## src/rtl/cpqp_pkg.sv

```systemverilog
package cpqp_pkg;
  localparam int QP_CEIL = 51;
  typedef logic [5:0] qp_t;
endpackage

```

## src/rtl/cpqp_qp_clamp.sv

```systemverilog
module cpqp_qp_clamp #(
  parameter int QPW = 6,
  parameter int DW  = 5
) (
  input  logic [QPW-1:0]       base,
  input  logic signed [DW-1:0] delta,
  input  logic [QPW-1:0]       lo,
  input  logic [QPW-1:0]       hi,
  output logic [QPW-1:0]       qp
);
  localparam int SW = ((QPW > DW) ? QPW : DW) + 2;

  logic signed [SW-1:0] sum_s, lo_s, hi_s;

  always_comb begin
    sum_s = $signed(SW'({1'b0, base})) + SW'(delta);
    lo_s  = $signed(SW'({1'b0, lo}));
    hi_s  = $signed(SW'({1'b0, hi}));
    if (sum_s > hi_s)      qp = hi;
    else if (sum_s < lo_s) qp = lo;
    else                   qp = sum_s[QPW-1:0];
  end
endmodule

```

## src/rtl/cpqp_level_sel.sv

```systemverilog
module cpqp_level_sel #(
  parameter int NUM_LVL = 7,
  parameter int TW      = 24,
  parameter int DQW     = 4
) (
  input  logic [TW-1:0]          abs_err,
  input  logic [NUM_LVL*TW-1:0]  lvl_err,
  input  logic [NUM_LVL*DQW-1:0] lvl_dqp,
  output logic [DQW-1:0]         step
);
  always_comb begin
    step = '0;
    for (int i = 0; i < NUM_LVL; i++) begin
      if (abs_err >= lvl_err[i*TW +: TW]) step = lvl_dqp[i*DQW +: DQW];
    end
  end
endmodule

```

## src/rtl/cpqp_stats.sv

```systemverilog
module cpqp_stats #(
  parameter int QPW  = 6,
  parameter int CNTW = 16
) (
  input  logic              clk,
  input  logic              rst_n,
  input  logic              clr,
  input  logic              inc,
  input  logic              low,
  input  logic              err,
  input  logic [QPW-1:0]    used_qp,
  output logic [CNTW-1:0]   mb_cnt,
  output logic [CNTW-1:0]   low_cnt,
  output logic [QPW+CNTW-2:0] qp_sum_half,
  output logic              enc_err
);
  localparam int SUMW = QPW + CNTW - 1 + 1;

  logic [CNTW-1:0] mb_cnt_q, mb_cnt_d, low_q, low_d;
  logic [SUMW-1:0] sum_q, sum_d;
  logic            err_q, err_d;
  logic            en;

  assign en = clr | inc;

  always_comb begin
    mb_cnt_d = mb_cnt_q;
    low_d    = low_q;
    sum_d    = sum_q;
    err_d    = err_q;
    if (clr) begin
      mb_cnt_d = '0;
      low_d    = '0;
      sum_d    = '0;
      err_d    = 1'b0;
    end else if (inc) begin
      mb_cnt_d = mb_cnt_q + 1'b1;
      low_d    = low_q + CNTW'(low);
      sum_d    = sum_q + SUMW'(used_qp);
      err_d    = err_q | err;
    end
  end

  always_ff @(posedge clk or negedge rst_n) begin
    if (!rst_n) begin
      mb_cnt_q <= '0;
      low_q    <= '0;
      sum_q    <= '0;
      err_q    <= 1'b0;
    end else if (en) begin
      mb_cnt_q <= mb_cnt_d;
      low_q    <= low_d;
      sum_q    <= sum_d;
      err_q    <= err_d;
    end
  end

  assign mb_cnt      = mb_cnt_q;
  assign low_cnt     = low_q;
  assign qp_sum_half = sum_q[SUMW-1:1];
  assign enc_err     = err_q;
endmodule

```

## src/rtl/cpqp_rate_ctrl.sv

```systemverilog
module cpqp_rate_ctrl
  import cpqp_pkg::*;
#(
  parameter int NUM_CP  = 10,
  parameter int NUM_LVL = 7,
  parameter int QPW     = 6,
  parameter int BITW    = 16,
  parameter int MADW    = 16,
  parameter int TW      = 24,
  parameter int DQW     = 4,
  parameter int SPW     = 16,
  parameter int CNTW    = 16
) (
  input  logic                   clk,
  input  logic                   rst_n,
  input  logic                   frame_start,
  input  logic                   mb_valid,
  input  logic [BITW-1:0]        mb_bits,
  input  logic [MADW-1:0]        mb_mad,
  input  logic                   mb_err,
  input  logic [QPW-1:0]         cfg_qp_init,
  input  logic [QPW-1:0]         cfg_qp_min,
  input  logic [QPW-1:0]         cfg_qp_max,
  input  logic [SPW-1:0]         cfg_cp_spacing,
  input  logic [NUM_CP*TW-1:0]   cfg_cp_target,
  input  logic [NUM_LVL*TW-1:0]  cfg_lvl_err,
  input  logic [NUM_LVL*DQW-1:0] cfg_lvl_dqp,
  input  logic [MADW-9:0]        cfg_mad_thr,
  input  logic [3:0]             cfg_mad_dqp,
  output logic [QPW-1:0]         qp_next,
  output logic [QPW-1:0]         qp_mad,
  output logic [QPW+CNTW-2:0]    qp_sum_half,
  output logic [CNTW-1:0]        mb_cnt,
  output logic [CNTW-1:0]        low_mad_cnt,
  output logic [NUM_CP*TW-1:0]   cp_used,
  output logic                   enc_err
);
  localparam int IDXW = $clog2(NUM_CP + 1);
  localparam logic [IDXW-1:0] CP_END = IDXW'(NUM_CP);
  localparam logic [QPW-1:0]  QP_TOP = QPW'(QP_CEIL);

  logic [QPW-1:0]  qp_q, qp_d;
  logic [TW-1:0]   acc_q, acc_d;
  logic [SPW-1:0]  dist_q, dist_d;
  logic [IDXW-1:0] idx_q, idx_d;
  logic            state_en;

  logic [QPW-1:0]  hi_eff, qp_init_cl, qp_cp;
  logic [TW-1:0]   acc_sum, tgt_sel, abs_err;
  logic            over, mad_low, cp_hit, cp_on;
  logic [DQW-1:0]  step;
  logic signed [DQW:0] cp_delta;
  logic [QPW-1:0]  used_qp;

  assign hi_eff  = (cfg_qp_max > QP_TOP) ? QP_TOP : cfg_qp_max;
  assign acc_sum = acc_q + TW'(mb_bits);
  assign mad_low = mb_mad < {cfg_mad_thr, 8'h00};
  assign cp_on   = (cfg_cp_spacing != '0);
  assign cp_hit  = mb_valid && cp_on && (idx_q < CP_END) &&
                   (({1'b0, dist_q} + 1'b1) == {1'b0, cfg_cp_spacing});

  always_comb begin
    tgt_sel = '0;
    for (int k = 0; k < NUM_CP; k++) begin
      if (idx_q == IDXW'(k)) tgt_sel = cfg_cp_target[k*TW +: TW];
    end
    over     = (acc_sum >= tgt_sel);
    abs_err  = over ? (acc_sum - tgt_sel) : (tgt_sel - acc_sum);
  end

  cpqp_level_sel #(.NUM_LVL(NUM_LVL), .TW(TW), .DQW(DQW)) i_lvl (
    .abs_err (abs_err),
    .lvl_err (cfg_lvl_err),
    .lvl_dqp (cfg_lvl_dqp),
    .step    (step)
  );

  assign cp_delta = over ? $signed({1'b0, step}) : -$signed({1'b0, step});

  cpqp_qp_clamp #(.QPW(QPW), .DW(DQW + 1)) i_clamp_cp (
    .base (qp_q), .delta (cp_delta), .lo (cfg_qp_min), .hi (hi_eff), .qp (qp_cp)
  );

  cpqp_qp_clamp #(.QPW(QPW), .DW(4)) i_clamp_mad (
    .base (qp_q), .delta ($signed(cfg_mad_dqp)), .lo (cfg_qp_min), .hi (hi_eff), .qp (qp_mad)
  );

  cpqp_qp_clamp #(.QPW(QPW), .DW(2)) i_clamp_init (
    .base (cfg_qp_init), .delta (2'sb00), .lo (cfg_qp_min), .hi (hi_eff), .qp (qp_init_cl)
  );

  assign used_qp = mad_low ? qp_mad : qp_q;

  // Next-state for base QP and checkpoint sequencing
  always_comb begin
    qp_d   = qp_q;
    acc_d  = acc_q;
    dist_d = dist_q;
    idx_d  = idx_q;
    if (frame_start) begin
      qp_d   = qp_init_cl;
      acc_d  = '0;
      dist_d = '0;
      idx_d  = '0;
    end else if (mb_valid) begin
      acc_d = acc_sum;
      if (cp_hit) begin
        qp_d   = qp_cp;
        dist_d = '0;
        idx_d  = idx_q + 1'b1;
      end else if (cp_on) begin
        dist_d = dist_q + 1'b1;
      end
    end
  end

  assign state_en = frame_start | mb_valid;

  always_ff @(posedge clk or negedge rst_n) begin
    if (!rst_n) begin
      qp_q   <= '0;
      acc_q  <= '0;
      dist_q <= '0;
      idx_q  <= '0;
    end else if (state_en) begin
      qp_q   <= qp_d;
      acc_q  <= acc_d;
      dist_q <= dist_d;
      idx_q  <= idx_d;
    end
  end

  // Per-checkpoint capture of cumulative bits
  for (genvar k = 0; k < NUM_CP; k++) begin : g_cap
    logic [TW-1:0] cap_q, cap_d;
    logic          cap_en;
    assign cap_en = frame_start | (cp_hit && (idx_q == IDXW'(k)));
    assign cap_d  = frame_start ? '0 : acc_sum;
    always_ff @(posedge clk or negedge rst_n) begin
      if (!rst_n)      cap_q <= '0;
      else if (cap_en) cap_q <= cap_d;
    end
    assign cp_used[k*TW +: TW] = cap_q;
  end

  cpqp_stats #(.QPW(QPW), .CNTW(CNTW)) i_stats (
    .clk         (clk),
    .rst_n       (rst_n),
    .clr         (frame_start),
    .inc         (mb_valid),
    .low         (mad_low),
    .err         (mb_err),
    .used_qp     (used_qp),
    .mb_cnt      (mb_cnt),
    .low_cnt     (low_mad_cnt),
    .qp_sum_half (qp_sum_half),
    .enc_err     (enc_err)
  );

  assign qp_next = qp_q;
endmodule

```

## config.mk

```make
export PLATFORM = sky130hd
export DESIGN_NAME = cpqp_rate_ctrl
export DESIGN_NICKNAME = d
export VERILOG_FILES = /design/src/rtl/cpqp_pkg.sv /design/src/rtl/cpqp_qp_clamp.sv /design/src/rtl/cpqp_level_sel.sv /design/src/rtl/cpqp_stats.sv /design/src/rtl/cpqp_rate_ctrl.sv
export SDC_FILE = /design/constraint.sdc
export NUM_CORES = 1
export LEC_CHECK = 0
export ABC_AREA = 1
export BUFFER_PORTS_ARGS = -buffer_cell sky130_fd_sc_hd__buf_2
export CAP_MARGIN = 0
export CELL_PAD_IN_SITES_DETAIL_PLACEMENT = 1
export CELL_PAD_IN_SITES_GLOBAL_PLACEMENT = 2
export CORE_AREA = 2 2 320 322
export CTS_BUF_LIST = sky130_fd_sc_hd__clkbuf_2
export DETAILED_ROUTE_END_ITERATION = 7
export DIE_AREA = 0 0 322 324
export PLACE_DENSITY_LB_ADDON = 0.1
export RECOVER_POWER = 100
export SETUP_SLACK_MARGIN = 0.1
export SLEW_MARGIN = 10
export SYNTH_ARGS = -nofsm -noshare
export SYNTH_HDL_FRONTEND = slang
export SYNTH_SLANG_ARGS = --single-unit
```

## constraint.sdc

```tcl
create_clock -name clk -period 11.1 [get_ports clk]
set_input_delay 2.22 -clock clk [delete_from_list [all_inputs] [get_ports clk]]
set_output_delay 2.22 -clock clk [all_outputs]
set_load 0.01 [all_outputs]
```

==> results.sh <==
export IMPL_outcome="finished, violations left"
export IMPL_violations="capacitance limit, slew limit"
export IMPL_tightest_slew_ps=4536
export IMPL_cts_max_level=3
export IMPL_viasPerCell=4.655
export IMPL_fin_nets=5499
export IMPL_synth_top_area_cell="dfrtp_1"
export IMPL_cts_made_buffers=101
export IMPL_worst_r2r_cell_count=67
export IMPL_slowest_stage="fa_2"
export IMPL_drc=0
export IMPL_yosys_warnings=0
export IMPL_postSynthCellCount=3475
export IMPL_die_area_um2=104300
export IMPL_ir_drop_mv=0.4978
export IMPL_clkSinkCount=345
export IMPL_grtUsageTotal_pct=24.16
export IMPL_fmax_ghz=0.09343
export IMPL_vias=28310
export IMPL_worstPathMaxFanout=6
export IMPL_rsz0062_at_grt="yes"
export IMPL_hold_violations=0
export IMPL_place_area_um2=34060
export IMPL_setup_worst_path_start_class="input pin"
export IMPL_fp_row_count=117
export IMPL_synth_nets=4301
export IMPL_grt_pass1_vias=29050
export IMPL_r2r_end="qp_next[4]"
export IMPL_clk_pin_slew_worst_paths_ps=100
export IMPL_wirelength_um=130400
export IMPL_die_height_um=324
export IMPL_synth_flop_cell="dfrtp_1"
export IMPL_cts_root_buf="clkbuf_2"
export IMPL_fin_crit_ps=10700
export IMPL_relSlewSlack_pct=-202.4
export IMPL_setup_tns_final_ps=0
export IMPL_cts_buffer_depth=3
export IMPL_ant_nets=0
export IMPL_area_growth_syn_to_layout_pct=38.17
export IMPL_grt_overflow=0
export IMPL_critPathLaunch="mb_bits[0]"
export IMPL_crit_path_frequent_cell="nand2_2"
export IMPL_core_um2=101000
export IMPL_yosys_register_bits=345
export IMPL_die_x_um=322
export IMPL_crit_cells=73
export IMPL_cp_top_family="compound AO/OA/AOI/OAI gates"
export IMPL_ys_types=58
export IMPL_wl_per_cell_um=21.45
export IMPL_synthTopCellsByCount="nand2_1, inv_1, o21ai_0"
export IMPL_grt_pass1_wl_um=186800
export IMPL_grt_max_degree=78
export IMPL_drt_initial_drc_count=1384
export IMPL_crit_type="in -> reg"
export IMPL_endpoint_kind="flip-flop"
export IMPL_start_util_pct=25.60
export IMPL_synthesis_area_um2=25850
export IMPL_pin_count=825
export IMPL_design_area_um2=35720
export IMPL_yosysMostFrequentCell="nand2_1"
export IMPL_final_period_utilization_pct=96.43
export IMPL_antenna_found_initial=42
export IMPL_post_synth_main_area_contributors="dfrtp_1, ha_1, nand2_1"
export IMPL_r2r_start="idx_q[1]"
export IMPL_cap_violations=18
export IMPL_clkLatencyLatePin_ps=1210
export IMPL_setup_violations_final=0
export IMPL_drt_pass1_iterations=5
export IMPL_postCtsHoldBufs=0
export IMPL_hold_depth=1
export IMPL_cp_slowest_stage_delay_ps=380
export IMPL_yosys_area_top_type_share_pct=33.39
export IMPL_cp_num_buf_inv=18
export IMPL_globalplace_congestion=0.8679
export IMPL_drive_gt1_share_pct=27.96
export IMPL_fillCellCount=12860
export IMPL_finClkSkew_ps=179.0
export IMPL_p_per_area_nw_per_um2=415.8
export IMPL_hold_path_class="reg -> reg"
export IMPL_tritoncts="built"
export IMPL_dp_hpwl_um=104900
export IMPL_slew_viol_final=785
export IMPL_required_ps=12060
export IMPL_ys_seq_area_share_pct=33.39
export IMPL_port_buffers=816
export IMPL_synth_edf_count=0
export IMPL_async_reset_ff_share_pct=100.0
export IMPL_ff2ff_setup_slack_ps=730
export IMPL_arrival_ps=11660
export IMPL_crit_end="qp_next[4]"
export IMPL_p_leak_nw=18.48
export IMPL_postSynthAreaPerCell_um2=7.440
[per-layer routing]
| layer | global-route usage, % | part of all wire, % | vias to the layer above |
|---|---|---|---|
| met5 | 0 | 0.099 | - |
| met4 | 6.843 | 2.4 | 20 |
| met3 | 5.544 | 6.2 | 169 |
| met2 | 41.74 | 49 | 706 |
| met1 | 29.98 | 42 | 13430 |
| li1 | - | - | 13990 |
[through the flow]
stage          utilization [%]  setup WS, ps  cells  power, W  hold slack, ps
6_report                 35.36         396.6   6082   0.01485           480.1
4_1_cts                  34.80         120.3   6033   0.01383           479.8
3_3_place_gp             33.72         -1589   5853   0.01236           450.7
5_1_grt                  35.34        -115.9   6071   0.01644           513.5
3_5_place_dp             33.72         -1693   5853   0.01251           463.5
2_1_floorplan                -         114.3   3475  0.007293           434.7
[worst reg2reg max path: cells and delay by family, from the launching register on]
kind | cells | cell delay, ps
compound gates | 19 | 3340
flops | 1 | 420
xor+xnor | 3 | 520
fa+ha+maj | 5 | 1280
simple gates | 20 | 2000
buf+inv | 20 | 2670
[power by group]
group	total (W)	switching, W	internal, W
clock	0.000984	0.000617	0.000367
sequential	0.00171	0.000187	0.00153
combinational	0.0122	0.00663	0.00552
total	0.0149	0.00744	0.00742
[placed cells by master, fill, tap and decap left out, drive strengths merged, types with 5 or more instances in the layout]
cell / netlist / final
buf: 70 / 937
nand2: 764 / 764
inv: 494 / 495
o21ai: 479 / 479
clkbuf: 90 / 469
dfrtp: 345 / 345
ha: 301 / 301
a21oi: 229 / 229
nor2: 224 / 224
nand3: 125 / 125
xor2: 52 / 52
o211ai: 40 / 40
nor3: 31 / 31
nand4: 28 / 28
diode: 0 / 27
o2111ai: 25 / 25
a221oi: 25 / 25
clkinv: 2 / 23
xnor2: 21 / 21
a22oi: 20 / 20
o21a: 18 / 18
or2: 10 / 10
o21bai: 9 / 9
a21o: 8 / 8
a21boi: 8 / 8
a211oi: 7 / 7
fa: 6 / 6
a31oi: 5 / 5
mux2i: 5 / 5
[worst min-delay path by stage]
stage / start / to / slack, ps
2_1_floorplan: i_stats.sum_q[21] / i_stats.sum_q[21] / 430
3_3_place_gp: i_stats.mb_cnt[15] / i_stats.mb_cnt[15] / 450
3_5_place_dp: i_stats.low_cnt[15] / i_stats.low_cnt[15] / 460
4_1_cts: i_stats.mb_cnt[15] / i_stats.mb_cnt[15] / 480
5_1_grt: g_cap[7].cap_q[0] / g_cap[7].cap_q[0] / 510
6_report: i_stats.sum_q[21] / i_stats.sum_q[21] / 480
[final cells by class]
| cell class | instances | area (um2) | share of cell area [%] |
|---|---|---|---|
| repair buffers | 1255 | 7092 | 19.85 |
| flip-flops and latches | 345 | 8633 | 24.17 |
| clock inverters | 25 | 132.6 | 0.3713 |
| well taps | 1309 | 1638 | 4.585 |
| clock buffers | 151 | 755.7 | 2.116 |
| inverters | 496 | 1876 | 5.250 |
| diodes | 27 | 67.56 | 0.1891 |
| multi-input cells | 2474 | 15530 | 43.47 |
[what timing repair did]
action,CTS,global route
endpoints found under the setup margin,6,6
setup buffers,3,20
gates cloned,1,0
pin swaps,17,107
hold endpoints to repair,0,0
gates resized for setup,51,203
[kinds of logic (layout without fill, tap and decap cells)]
logic type,count (synthesis),in the layout,share of synthesized area [%]
compound gates,893,893,19.45
flops,345,345,33.39
mux,9,9,0.3678
other cells,0,27,0
simple gates,1192,1192,18.75
buf+inv,656,1927,10.51
fa+ha+maj,307,307,15.03
xor+xnor,73,73,2.502
[flip-flops by register name, indices dropped and copies added, names as in the netlist]
signal / cells
dist_q: 16
qp_next: 6
i_stats.sum_q: 22
g_cap.cap_q: 240
idx_q: 4
acc_q: 24
i_stats.mb_cnt: 16
i_stats.low_cnt: 16
i_stats.enc_err: 1
Note: power is estimated with default switching activity, not from simulation.
